<file path="src/rtl/nws_pkg.sv">
package nws_pkg;

  typedef enum logic [1:0] {
    OP_PROG = 2'd0,
    OP_SECT = 2'd1,
    OP_BLK  = 2'd2,
    OP_CHIP = 2'd3
  } op_e;

  // program start takes priority; erase scope codes 2 and 3 both mean chip
  function automatic op_e pick_op(input logic sp, input logic [1:0] ek);
    if (sp) return OP_PROG;
    case (ek)
      2'd0:    return OP_SECT;
      2'd1:    return OP_BLK;
      default: return OP_CHIP;
    endcase
  endfunction

  function automatic int unsigned max4(input int unsigned a, input int unsigned b,
                                       input int unsigned c, input int unsigned d);
    int unsigned m;
    m = a;
    if (b > m) m = b;
    if (c > m) m = c;
    if (d > m) m = d;
    return m;
  endfunction

endpackage

</file>
<file path="src/rtl/nws_timer.sv">
module nws_timer
  import nws_pkg::*;
#(
  parameter int unsigned PROG_CYC   = 24,
  parameter int unsigned SECT_CYC   = 60,
  parameter int unsigned BLK_CYC    = 75,
  parameter int unsigned CHIP_CYC   = 110,
  parameter int unsigned SETTLE_CYC = 6
) (
  input  logic clk,
  input  logic rst_n,
  input  logic go,
  input  op_e  op,
  output logic busy,
  output logic done,
  output logic settling
);
  localparam int unsigned MAXC = max4(PROG_CYC, SECT_CYC, BLK_CYC, CHIP_CYC);
  localparam int CW = $clog2(MAXC + 1);
  localparam int SW = $clog2(SETTLE_CYC + 1);

  logic [CW-1:0] cnt;
  logic [SW-1:0] settle_cnt;

  function automatic logic [CW-1:0] len_of(input op_e o);
    case (o)
      OP_PROG: return CW'(PROG_CYC);
      OP_SECT: return CW'(SECT_CYC);
      OP_BLK:  return CW'(BLK_CYC);
      default: return CW'(CHIP_CYC);
    endcase
  endfunction

  always_ff @(posedge clk) begin
    if (!rst_n) begin
      busy       <= 1'b0;
      done       <= 1'b0;
      cnt        <= '0;
      settle_cnt <= '0;
    end else begin
      done <= 1'b0;
      if (busy) begin
        if (cnt == '0) begin
          busy       <= 1'b0;
          done       <= 1'b1;
          settle_cnt <= SW'(SETTLE_CYC);
        end else begin
          cnt <= cnt - 1'b1;
        end
      end else begin
        if (settle_cnt != '0) settle_cnt <= settle_cnt - 1'b1;
        if (go) begin
          busy       <= 1'b1;
          cnt        <= len_of(op) - 1'b1;
          settle_cnt <= '0;
        end
      end
    end
  end

  assign settling = (settle_cnt != '0);

endmodule

</file>
<file path="src/rtl/nws_toggle.sv">
module nws_toggle (
  input  logic clk,
  input  logic rst_n,
  input  logic go,
  input  logic busy,
  input  logic ce_n,
  input  logic oe_n,
  output logic strobe,
  output logic tgl
);
  logic oe_q;

  assign strobe = oe_q && !oe_n && !ce_n;

  always_ff @(posedge clk) begin
    if (!rst_n) begin
      oe_q <= 1'b1;
      tgl  <= 1'b0;
    end else begin
      oe_q <= oe_n;
      if (go)                  tgl <= 1'b0;
      else if (busy && strobe) tgl <= ~tgl;
    end
  end

endmodule

</file>
<file path="src/rtl/nws_readmux.sv">
module nws_readmux
  import nws_pkg::*;
#(
  parameter int DW = 16
) (
  input  logic          busy,
  input  logic          settling,
  input  op_e           op,
  input  logic [DW-1:0] word,
  input  logic          tgl,
  input  logic [DW-1:0] array_q,
  output logic [DW-1:0] rd_q
);
  function automatic logic [DW-1:0] busy_word(input logic poll, input logic t);
    logic [DW-1:0] w;
    w    = '1;
    w[7] = poll;
    w[6] = t;
    return w;
  endfunction

  function automatic logic [DW-1:0] settle_word(input logic b7);
    logic [DW-1:0] w;
    w    = '1;
    w[7] = b7;
    return w;
  endfunction

  logic poll_bit;
  assign poll_bit = (op == OP_PROG) ? ~word[7] : 1'b0;

  always_comb begin
    if (busy)          rd_q = busy_word(poll_bit, tgl);
    else if (settling) rd_q = settle_word(array_q[7]);
    else               rd_q = array_q;
  end

endmodule

</file>
<file path="src/rtl/nor_wstatus.sv">
module nor_wstatus
  import nws_pkg::*;
#(
  parameter int          DW         = 16,
  parameter int unsigned PROG_CYC   = 24,
  parameter int unsigned SECT_CYC   = 60,
  parameter int unsigned BLK_CYC    = 75,
  parameter int unsigned CHIP_CYC   = 110,
  parameter int unsigned SETTLE_CYC = 6
) (
  input  logic          clk,
  input  logic          rst_n,
  input  logic          start_prog,
  input  logic [DW-1:0] prog_word,
  input  logic          start_erase,
  input  logic [1:0]    erase_kind,
  input  logic          ce_n,
  input  logic          oe_n,
  input  logic [DW-1:0] array_q,
  output logic [DW-1:0] rd_q,
  output logic          busy,
  output logic          done
);
  logic          go;
  logic          settling;
  logic          strobe;
  logic          tgl;
  op_e           op_q;
  op_e           op_next;
  logic [DW-1:0] word_q;

  assign go      = !busy && (start_prog || start_erase);
  assign op_next = pick_op(start_prog, erase_kind);

  always_ff @(posedge clk) begin
    if (!rst_n) begin
      op_q   <= OP_PROG;
      word_q <= '0;
    end else if (go) begin
      op_q   <= op_next;
      word_q <= start_prog ? prog_word : '1;
    end
  end

  nws_timer #(
    .PROG_CYC(PROG_CYC), .SECT_CYC(SECT_CYC), .BLK_CYC(BLK_CYC),
    .CHIP_CYC(CHIP_CYC), .SETTLE_CYC(SETTLE_CYC)
  ) u_timer (
    .clk(clk), .rst_n(rst_n), .go(go), .op(op_next),
    .busy(busy), .done(done), .settling(settling)
  );

  nws_toggle u_toggle (
    .clk(clk), .rst_n(rst_n), .go(go), .busy(busy),
    .ce_n(ce_n), .oe_n(oe_n), .strobe(strobe), .tgl(tgl)
  );

  nws_readmux #(.DW(DW)) u_mux (
    .busy(busy), .settling(settling), .op(op_q), .word(word_q),
    .tgl(tgl), .array_q(array_q), .rd_q(rd_q)
  );

endmodule

</file>
<file path="config.mk">
export PLATFORM = sky130hd
export DESIGN_NAME = nor_wstatus
export DESIGN_NICKNAME = d
export VERILOG_FILES = /design/src/rtl/nws_pkg.sv /design/src/rtl/nws_timer.sv /design/src/rtl/nws_toggle.sv /design/src/rtl/nws_readmux.sv /design/src/rtl/nor_wstatus.sv
export SDC_FILE = /design/constraint.sdc
export NUM_CORES = 1
export LEC_CHECK = 0
export ABC_AREA = 1
export BUFFER_PORTS_ARGS = -buffer_cell sky130_fd_sc_hd__buf_2
export CAP_MARGIN = 10
export CELL_PAD_IN_SITES_DETAIL_PLACEMENT = 1
export CELL_PAD_IN_SITES_GLOBAL_PLACEMENT = 1
export CORE_ASPECT_RATIO = 0.5
export CORE_MARGIN = 10
export CORE_UTILIZATION = 35
export CTS_CLUSTER_SIZE = 24
export DETAILED_ROUTE_END_ITERATION = 12
export GPL_ROUTABILITY_DRIVEN = 0
export HOLD_SLACK_MARGIN = 0.08
export PLACE_DENSITY_LB_ADDON = 0.1
export SLEW_MARGIN = 20
export SYNTH_ARGS = -nofsm -noshare
export SYNTH_HDL_FRONTEND = slang
export SYNTH_HIERARCHICAL = 1
export SYNTH_SLANG_ARGS = --single-unit
export TNS_END_PERCENT = 30
</file>
<file path="constraint.sdc">
create_clock -name clk -period 4.6 [get_ports clk]
set_input_delay 0.23 -clock clk [delete_from_list [all_inputs] [get_ports clk]]
set_output_delay 0.23 -clock clk [all_outputs]
set_load 0.05 [all_outputs]
</file>
# Word-level counts from Yosys, hierarchy flattened
# Index checks and enable logic that the tools add are counted.
# word_totals
word_cells	61
out_inout_bits	18
inputBits	40
register_bits	24
# classes
muxes	23
n_addsub	3
n_bitwise	3
eq_ne	5
reduce_logical	19
# ops
operator	n
$mux 7	6
$mux 16	2
$pmux 7 s3	1
$sub 7x1->7 const B	2
$mux 3	4
$mux 8	1
$logic_not 7->1	1
$logic_not 2->1	3
$mux 1	6
$reduce_and 2->1	3
$reduce_bool 3->1	2
$eq 2x1->1 const B	2
$logic_and 1x1->1	4
$mux 2	2
$ne 2x2->1 const B	2
$pmux 2 s2	1
$logic_not 1->1	3
$not 1->1	3
$sub 3x1->3 const B	1
$eq 2x2->1 const B	1
$reduce_bool 2->1	1
$reduce_or 2->1	1
$logic_or 1x1->1	1

# Logic depth before layout (Yosys ltp)
# Gate-level depths: netlist of run 1.
# depth
word_depth	11
depth_mapped	13

# Cells and area by module
# Netlist of run 1, hierarchy kept.
# by_module_without_submodules
mod	seq_area_each_um2	area_per_inst_um2	instances	cells_per_inst
nws_timer	240.2	813.3	1	121
nor_wstatus	360.3	710.7	1	87
nws_readmux	0.0	162.7	1	39
nws_toggle	40.0	107.6	1	17

# Worst setup path before layout of run 1
# OpenSTA, ideal clock, no wires.
# synth_timing
path_kind	register to register
from	reg u_timer.busy
to	reg u_timer.settle_cnt[0]
synth_period_minus_slack_ns	1.987
path_stages_with_launch	9
setup_time_ns	0.117
t_arrival_ns	1.870
setup_slack_ns	2.613
required_ns	4.483
cell_sequence	dfxtp_1 > inv_1 > o21ai_4 > inv_4 > buf_12 > o21ai_0 > nand2_2 > o21ai_0 > nor2_1
# synth_between
elab_chain_cells	4
word_cells_on_any_way	7
classes_between	eq/ne: 1; mux: 2; reduce/logical: 4
# synth_rtl
element	line	rtl
start: declaration	nws_timer.sv:14	output logic busy,
start signal: assignment	nws_timer.sv:36	busy <= 1'b0;
start signal: assignment	nws_timer.sv:44	busy <= 1'b0;
start signal: assignment	nws_timer.sv:53	busy <= 1'b1;
$logic_not 1->1 (*)	nor_wstatus.sv:32	assign go = !busy && (start_prog || start_erase);
$logic_and 1x1->1 (*)	nor_wstatus.sv:32	
via go	nor_wstatus.sv:24	logic go;
$reduce_bool 3->1 (no source line) or $mux 3 (tied branches)	-	
$reduce_and 2->1 (no source line) or $mux 3 (tied branches)	-	
end signal: assignment	nws_timer.sv:46	settle_cnt <= SW'(SETTLE_CYC);
end signal: assignment	nws_timer.sv:51	if (settle_cnt != '0) settle_cnt <= settle_cnt - 1'b1;
end: declaration	nws_timer.sv:23	logic [SW-1:0] settle_cnt;
# The timed path passes the listed nets; every way through them passes the cells marked *.
# A chain may end at the register's enable or synchronous reset.

# Worst setup path in the final report of run 1
# layout_timing
from	reg u_timer.busy
to	reg u_timer.cnt[2]
# layout_between
elab_chain_cells	4
word_cells_on_any_way	6
classes_between	eq/ne: 1; mux: 1; reduce/logical: 4
# layout_rtl
element	line	rtl
$logic_not 1->1	nor_wstatus.sv:32	
$logic_and 1x1->1	nor_wstatus.sv:32	
$reduce_bool 2->1 (no source line)	-	
$reduce_and 2->1 (no source line)	-	
end signal: assignment	nws_timer.sv:48	cnt <= cnt - 1'b1;
end signal: assignment	nws_timer.sv:54	cnt <= len_of(op) - 1'b1;
end: declaration	nws_timer.sv:22	logic [CW-1:0] cnt;
# Parallel ways exist; a longest one is shown, timed or not.

==> results by group, run 1 <==
Run status
  – Status: complete, no violations

Floorplanning
  – Initial core utilization: 36.8%
  – Io pins: 58
  – Core Rows: 15
  – Die area: 6610 um2
  – Die height: 62.7 um
  – Core Region: 3470 um2
  – Die width: 105 um

Layout
  – Area grow syn2layout: 20.0%
  – Footprint of the multi-input gates: 702 um2
  – Share of layout cells above drive strength 1: 28.4%
  – Nets@finish: 287
  – Antenna cells: 0
  – Fill count: 485
  – FF/Latch Area: 340 um2
  – Final core occ: 44.1%
  – Most common cell after layout, fill and taps aside: nand2_1
  – Most frequent cells in the layout: nand2_1 (54), buf_2 (42), inv_1 (40)

Power and ir drop
  – Clk pwr share: 15.1%
  – Power Density: 494 nW/um2
  – Int Power: 0.355 mW
  – Leak pwr: 0.841 nW
  – Comb pwr share: 57.2%
  – Sw frac: 53.1%
  – Sw power: 0.403 mW
  – Worst vdd ir: 0.000198 V
  – Flop pwr share: 27.7%

Detailed routing
  – First-pass iteration count of the detailed router: 4
  – 1st-iter DRT viols: 41
  – Routed vias: 1301
  – Post-Route WL: 3.59 mm
  – Avg WL per Cell: 12.2 um
  – Post-DRT Antenna Nets: 0
  – Vias/cell: 4.43
  – DRC Markers: 0

Critical path
  – Reg2reg end: u_timer/cnt[2]
  – Crit-path leading delay family: flip-flops
  – CP max FO: 20
  – CP max-delay cell: dfxtp_1
  – CP Capture Type: flip-flop
  – Worst R2R Start: u_timer/busy
  – Critical path, cell by cell: nor2_1 -> nand2_1 -> nand2_1 -> inv_1 -> ha_1 -> xor2_1 -> nand2_1 -> a21oi_1
  – WS Path Type: flip-flop to flip-flop
  – Startpoint types: flip-flop
  – Max stage delay on crit path: 0.92 ns
  – WP buf/inv: 1
  – Register-to-register setup slack: 2.45 ns
  – Reg2Reg Depth: 8
  – Critical Path RT: 4.79 ns
  – Most used cell, CP: nand2_1
  – WP data arrival: 2.33 ns

STA
  – Final clock skew: 0.00435 ns
  – Worst Max-Slew Pin Slew: 0.911 ns
  – Fin crit share: 46.7%
  – Fin. max-slew vios: 0
  – RSZ-0062 raised after global routing: false
  – Final setup TNS: 0 ns
  – Final WS setup: 2.45 ns
  – Hold Vio Cnt, Final: 0
  – Rel. slew slack: 39.2%
  – Min Tclk post-route: 2.15 ns
  – Final setup vio count: 0
  – Fmax: 465 MHz

Synth
  – Mapped Area: 1280 um2
  – Syn Inst Count: 203
  – Synth warnings: 6
  – Syn Nets: 246
  – Post-Syn Area per Cell: 6.29 um2

Clock network
  – CTS H-tree lvls: 1
  – Setup bufs post-CTS: 0
  – Skew-Pair Late Insertion Delay: 0.25 ns
  – Root buf cell: clkbuf_8
  – Longest Clk Path Bufs: 2
  – CTS tree: yes
  – # hold bufs at CTS: 0
  – CTS Buf Count: 3
  – CTS sink count: 17
  – Reg clk slew, reported paths: 0.07 ns
  – Post-CTS Resized: 0

GRT
  – Total grt overflow: 0
  – First-pass GRT wire length: 6.28 mm
  – Initial antenna violation count: 0
  – Vias in the first global route: 1315
  – Largest net degree at the start of global routing: 21
  – GRT Total Usage: 11.0%

Placement
  – DP Wirelength: 2.92 mm
  – I/O Buffers: 42
  – Dpl ws: 2.41 ns

Flow run
  – Max cap viols: 0

Worst hold path
  – WHS Endpoint: u_toggle/oe_q
  – Hold path depth: 3
  – HP Start: oe_n
  – Min-Delay Path Class: input pin to flip-flop
[state kept, by name (all words and copies together) (netlist names)]
| register | count |
|---|---|
| u_toggle/oe_q | 1 |
| u_toggle/tgl | 1 |
| u_timer/done | 1 |
| u_timer/settle_cnt | 3 |
| u_timer/cnt | 7 |
| op_q | 2 |
| u_timer/busy | 1 |
| word_q | 1 |
[routing by layer]
layer | vias up | wire length, um | GRT usage [%]
li1 | 684 | - | -
met1 | 580 | 1860 | 14.5
met2 | 37 | 1510 | 17.6
met3 | 0 | 219 | 3.81
met4 | 0 | 0 | 0.510
met5 | - | 0 | 0
[how the worst max path moves through the flow]
stage	end	cells past startpoint	from	slack [ns]
5_1_grt	u_timer/cnt[4]	10	u_timer/busy	2.19
6_report	u_timer/cnt[2]	8	u_timer/busy	2.45
3_3_place_gp	u_timer/cnt[4]	10	u_timer/busy	2.47
4_1_cts	u_timer/cnt[2]	8	u_timer/busy	2.39
2_1_floorplan	u_timer/settle_cnt[0]	8	u_timer/busy	2.68
3_5_place_dp	u_timer/cnt[2]	8	u_timer/busy	2.41
[layout make-up]
| class | instances | share of cell area [%] |
|---|---|---|
| repair buffers | 42 | 13.7 |
| multi-input cells | 135 | 45.8 |
| flip-flops and latches | 17 | 22.2 |
| inverters | 45 | 11.2 |
| well taps | 51 | 4.16 |
| clock buffers | 4 | 2.94 |
[power by group through the flow]
stage | clock network, mW | logic [mW] | registers, mW
final | 0.114 | 0.434 | 0.210
after global routing | 0.126 | 0.481 | 0.215
after CTS | 0.119 | 0.440 | 0.210
after detailed placement | 0 | 0.439 | 0.213
after global placement | 0 | 0.426 | 0.213
after floorplan | 0 | 0.359 | 0.208
[through the flow]
step           instance area, um2  hold WS [ns]  instances  power (mW)
2_1_floorplan                1280         0.299        203       0.567
3_3_place_gp                 1490         0.437        290       0.639
3_5_place_dp                 1490         0.445        290       0.652
4_1_cts                      1530         0.181        294       0.770
5_1_grt                      1530         0.198        294       0.822
6_report                     1530         0.182        294       0.758
[tightest hold or removal path, delay by kind of cell]
kind,cells,cell delay [ns]
buffers and inverters,2,0.14
and+or+nand+nor,1,0.04
No activity file was read; power rests on OpenSTA's default activity.
==> run 2, diff against run 1 <==
- CORE_UTILIZATION: 35 -> 32
- clock period: 4.6 -> 1.9 ns (I/O delays scaled with it)
==> results by group, run 2 (synthesized netlist as in run 1, its figures left out) <==
Layout
  – Antenna cells: 0 (unchanged)
  – Share of layout cells above drive strength 1: 29.6% (+1.2 points)
  – Footprint of the multi-input gates: 702 um2 (unchanged)
  – Top Registers: u_timer/cnt x7, u_timer/settle_cnt x3, op_q x2
  – FF/Latch Area: 342 um2 (+0.37%)
  – Area grow syn2layout: 22.9%
  – Fill count: 547 (+13%)
  – Largest Register: u_timer/cnt
  – Fin area: 1570 um2 (+2.4%)
  – Max FFs per register: 7 (unchanged)
  – Most common cell after layout, fill and taps aside: nand2_1
  – Final core occ: 40.6% (-3.5 points)
  – Non-Filler Instances: 301 (+2.4%)
  – Most frequent cells in the layout: nand2_1 (54), buf_2 (42), inv_1 (40)
  – Nets@finish: 291 (+1.4%)

Power and ir drop
  – Comb pwr share: 57.7% (+0.5 points)
  – Flop pwr share: 26.8% (-0.9 points)
  – Worst vdd ir: 0.000488 V (+150%)
  – Power Density: 1180 nW/um2 (+140%)
  – Tot Pwr: 1.85 mW (+140%)
  – Leak pwr: 0.861 nW (+2.3%)
  – Sw frac: 52.9% (-0.22 points)
  – Int Power: 0.870 mW (+140%)
  – Sw power: 0.977 mW (+140%)
  – Clk pwr share: 15.4% (+0.3 points)

GRT
  – Initial antenna violation count: 0 (unchanged)
  – Largest net degree at the start of global routing: 15 (-29%)
  – First-pass GRT wire length: 5.91 mm (-5.8%)
  – GRT Total Usage: 10.1% (-0.95 points)
  – Vias in the first global route: 1310 (-0.38%)
  – Total grt overflow: 0 (unchanged)

Clock network
  – Reg clk slew, reported paths: 0.07 ns (about the same)
  – Root buf cell: clkbuf_8
  – Longest Clk Path Bufs: 2 (unchanged)
  – CTS tree: yes
  – Skew-Pair Late Insertion Delay: 0.26 ns (about the same)
  – CTS Buf Count: 3 (unchanged)
  – Post-CTS Resized: 0 (unchanged)
  – CTS H-tree lvls: 1 (unchanged)
  – CTS sink count: 17 (unchanged)

STA
  – Final clock skew: 0.00406 ns (-0.000286 ns)
  – Fin. max-slew vios: 0 (unchanged)
  – Final hold slack: 0.0968 ns (-0.0852 ns)
  – Final setup TNS: 0 ns (unchanged)
  – Fin crit share: 86.1%
  – Final WS setup: 0.264 ns (-2.19 ns)
  – Hold Vio Cnt, Final: 0 (unchanged)
  – RSZ-0062 raised after global routing: false
  – Final setup vio count: 0 (unchanged)
  – Fmax: 611 MHz
  – Worst Max-Slew Pin Slew: 0.286 ns (-0.625 ns)
  – Rel. slew slack: 80.9% (+42 points)
  – Min Tclk post-route: 1.64 ns

Critical path
  – Reg2Reg Depth: 8 (unchanged)
  – Startpoint types: flip-flop
  – Worst R2R Start: u_timer/busy
  – CP Capture Type: primary output
  – Reg2reg end: u_timer/cnt[2]
  – WP data arrival: 1.54 ns (-0.79 ns)
  – CP max FO: 14 (-30%)
  – Critical Path RT: 1.80 ns (-2.99 ns)
  – WS Path Type: flip-flop to primary output
  – Register-to-register setup slack: 0.27 ns (-2.18 ns)

Detailed routing
  – Vias/cell: 4.28 (-3.2%)
  – Routed vias: 1289 (-0.92%)
  – Post-DRT Antenna Nets: 0 (unchanged)
  – DRC Markers: 0 (unchanged)
  – 1st-iter DRT viols: 45 (+9.8%)
  – Avg WL per Cell: 12.0 um (-1.5%)
  – Post-Route WL: 3.62 mm (+0.86%)
  – First-pass iteration count of the detailed router: 2 (-2)

Run status
  – Status: complete, no violations

Floorplanning
  – Die width: 109 um (+3.7%)
  – Core Rows: 16 (+1)
  – Core Region: 3860 um2 (+11%)
  – Initial core utilization: 33.1% (-3.7 points)
  – Die height: 64.7 um (+3.1%)
  – Die area: 7070 um2 (+6.9%)
  – Io pins: 58 (unchanged)

Flow run
  – Max cap viols: 0 (unchanged)

Placement
  – Placed cells: 296 (+2.1%)
  – DP Area: 1520 um2 (+1.8%)
  – DP Wirelength: 2.93 mm (+0.45%)
  – Dpl ws: 0.270 ns (-2.14 ns)
  – I/O Buffers: 42 (unchanged)

Worst hold path
  – WHS Endpoint: word_q[7]
  – Hold path depth: 3 (unchanged)
  – Min-Delay Path Class: input pin to flip-flop
  – HP Start: prog_word[7]
==> run 2: cell count changes in the layout (fill, tap and decap cells not counted), sizes merged <==
cell / before / now
dlygate4sd3: 0 / 1
buf: 42 / 45
==> run 2: per-layer routing <==
| metal | track usage, % | share of wire [%] | up-vias |
|---|---|---|---|
| li1 | - | - | 689 |
| met1 | 12.0 | 48 | 558 |
| met2 | 16.7 | 41 | 37 |
| met3 | 3.45 | 9.4 | 5 |
| met4 | 2.90 | 0.97 | 0 |
| met5 | 0 | 0 | - |
==> run 2: timing repair <==
| item | 4_1_cts | 5_1_grt |
|---|---|---|
| hold buffers | 1 | 0 |
| setup buffers | 0 | 0 |
| setup endpoints to repair | 0 | 0 |
| hold endpoints to repair | 1 | 0 |
==> run 2: cell type report <==
cell class,count,area share (%)
inverter,45,10.9
multi-input combinational,135,44.7
tap,54,4.30
sequential,17,21.8
clock buffer,4,2.87
timing repair buffer,46,15.5
==> run 2: critical path, cell delays in order (launching register included) <==
cell and delay [ns]:
dfxtp_1 0.31, inv_1 0.10, ha_1 0.15, nand2_1 0.12, nor2_4 0.29, nand2_1 0.09
buf_2 0.22
==> run 2: how the worst max path moves through the flow <==
stage,startpoint,end,slack (ns),cells after the start
finish,u_timer/settle_cnt[0],rd_q[9],0.26,6
global route,u_timer/busy,u_timer/cnt[4],0.06,10
CTS,u_timer/busy,u_timer/cnt[2],0.23,8
detailed placement,u_timer/busy,u_timer/cnt[2],0.27,8
global placement,u_timer/busy,u_timer/cnt[2],0.30,8
floorplan,u_timer/busy,u_timer/settle_cnt[0],0.29,8
==> run 2: power by group through the flow <==
stage	logic [mW]	clock network, mW	registers, mW
CTS	1.08	0.296	0.497
floorplan	0.868	0	0.504
finish	1.07	0.285	0.496
detailed placement	1.08	0	0.505
global placement	1.06	0	0.504
global route	1.19	0.308	0.507
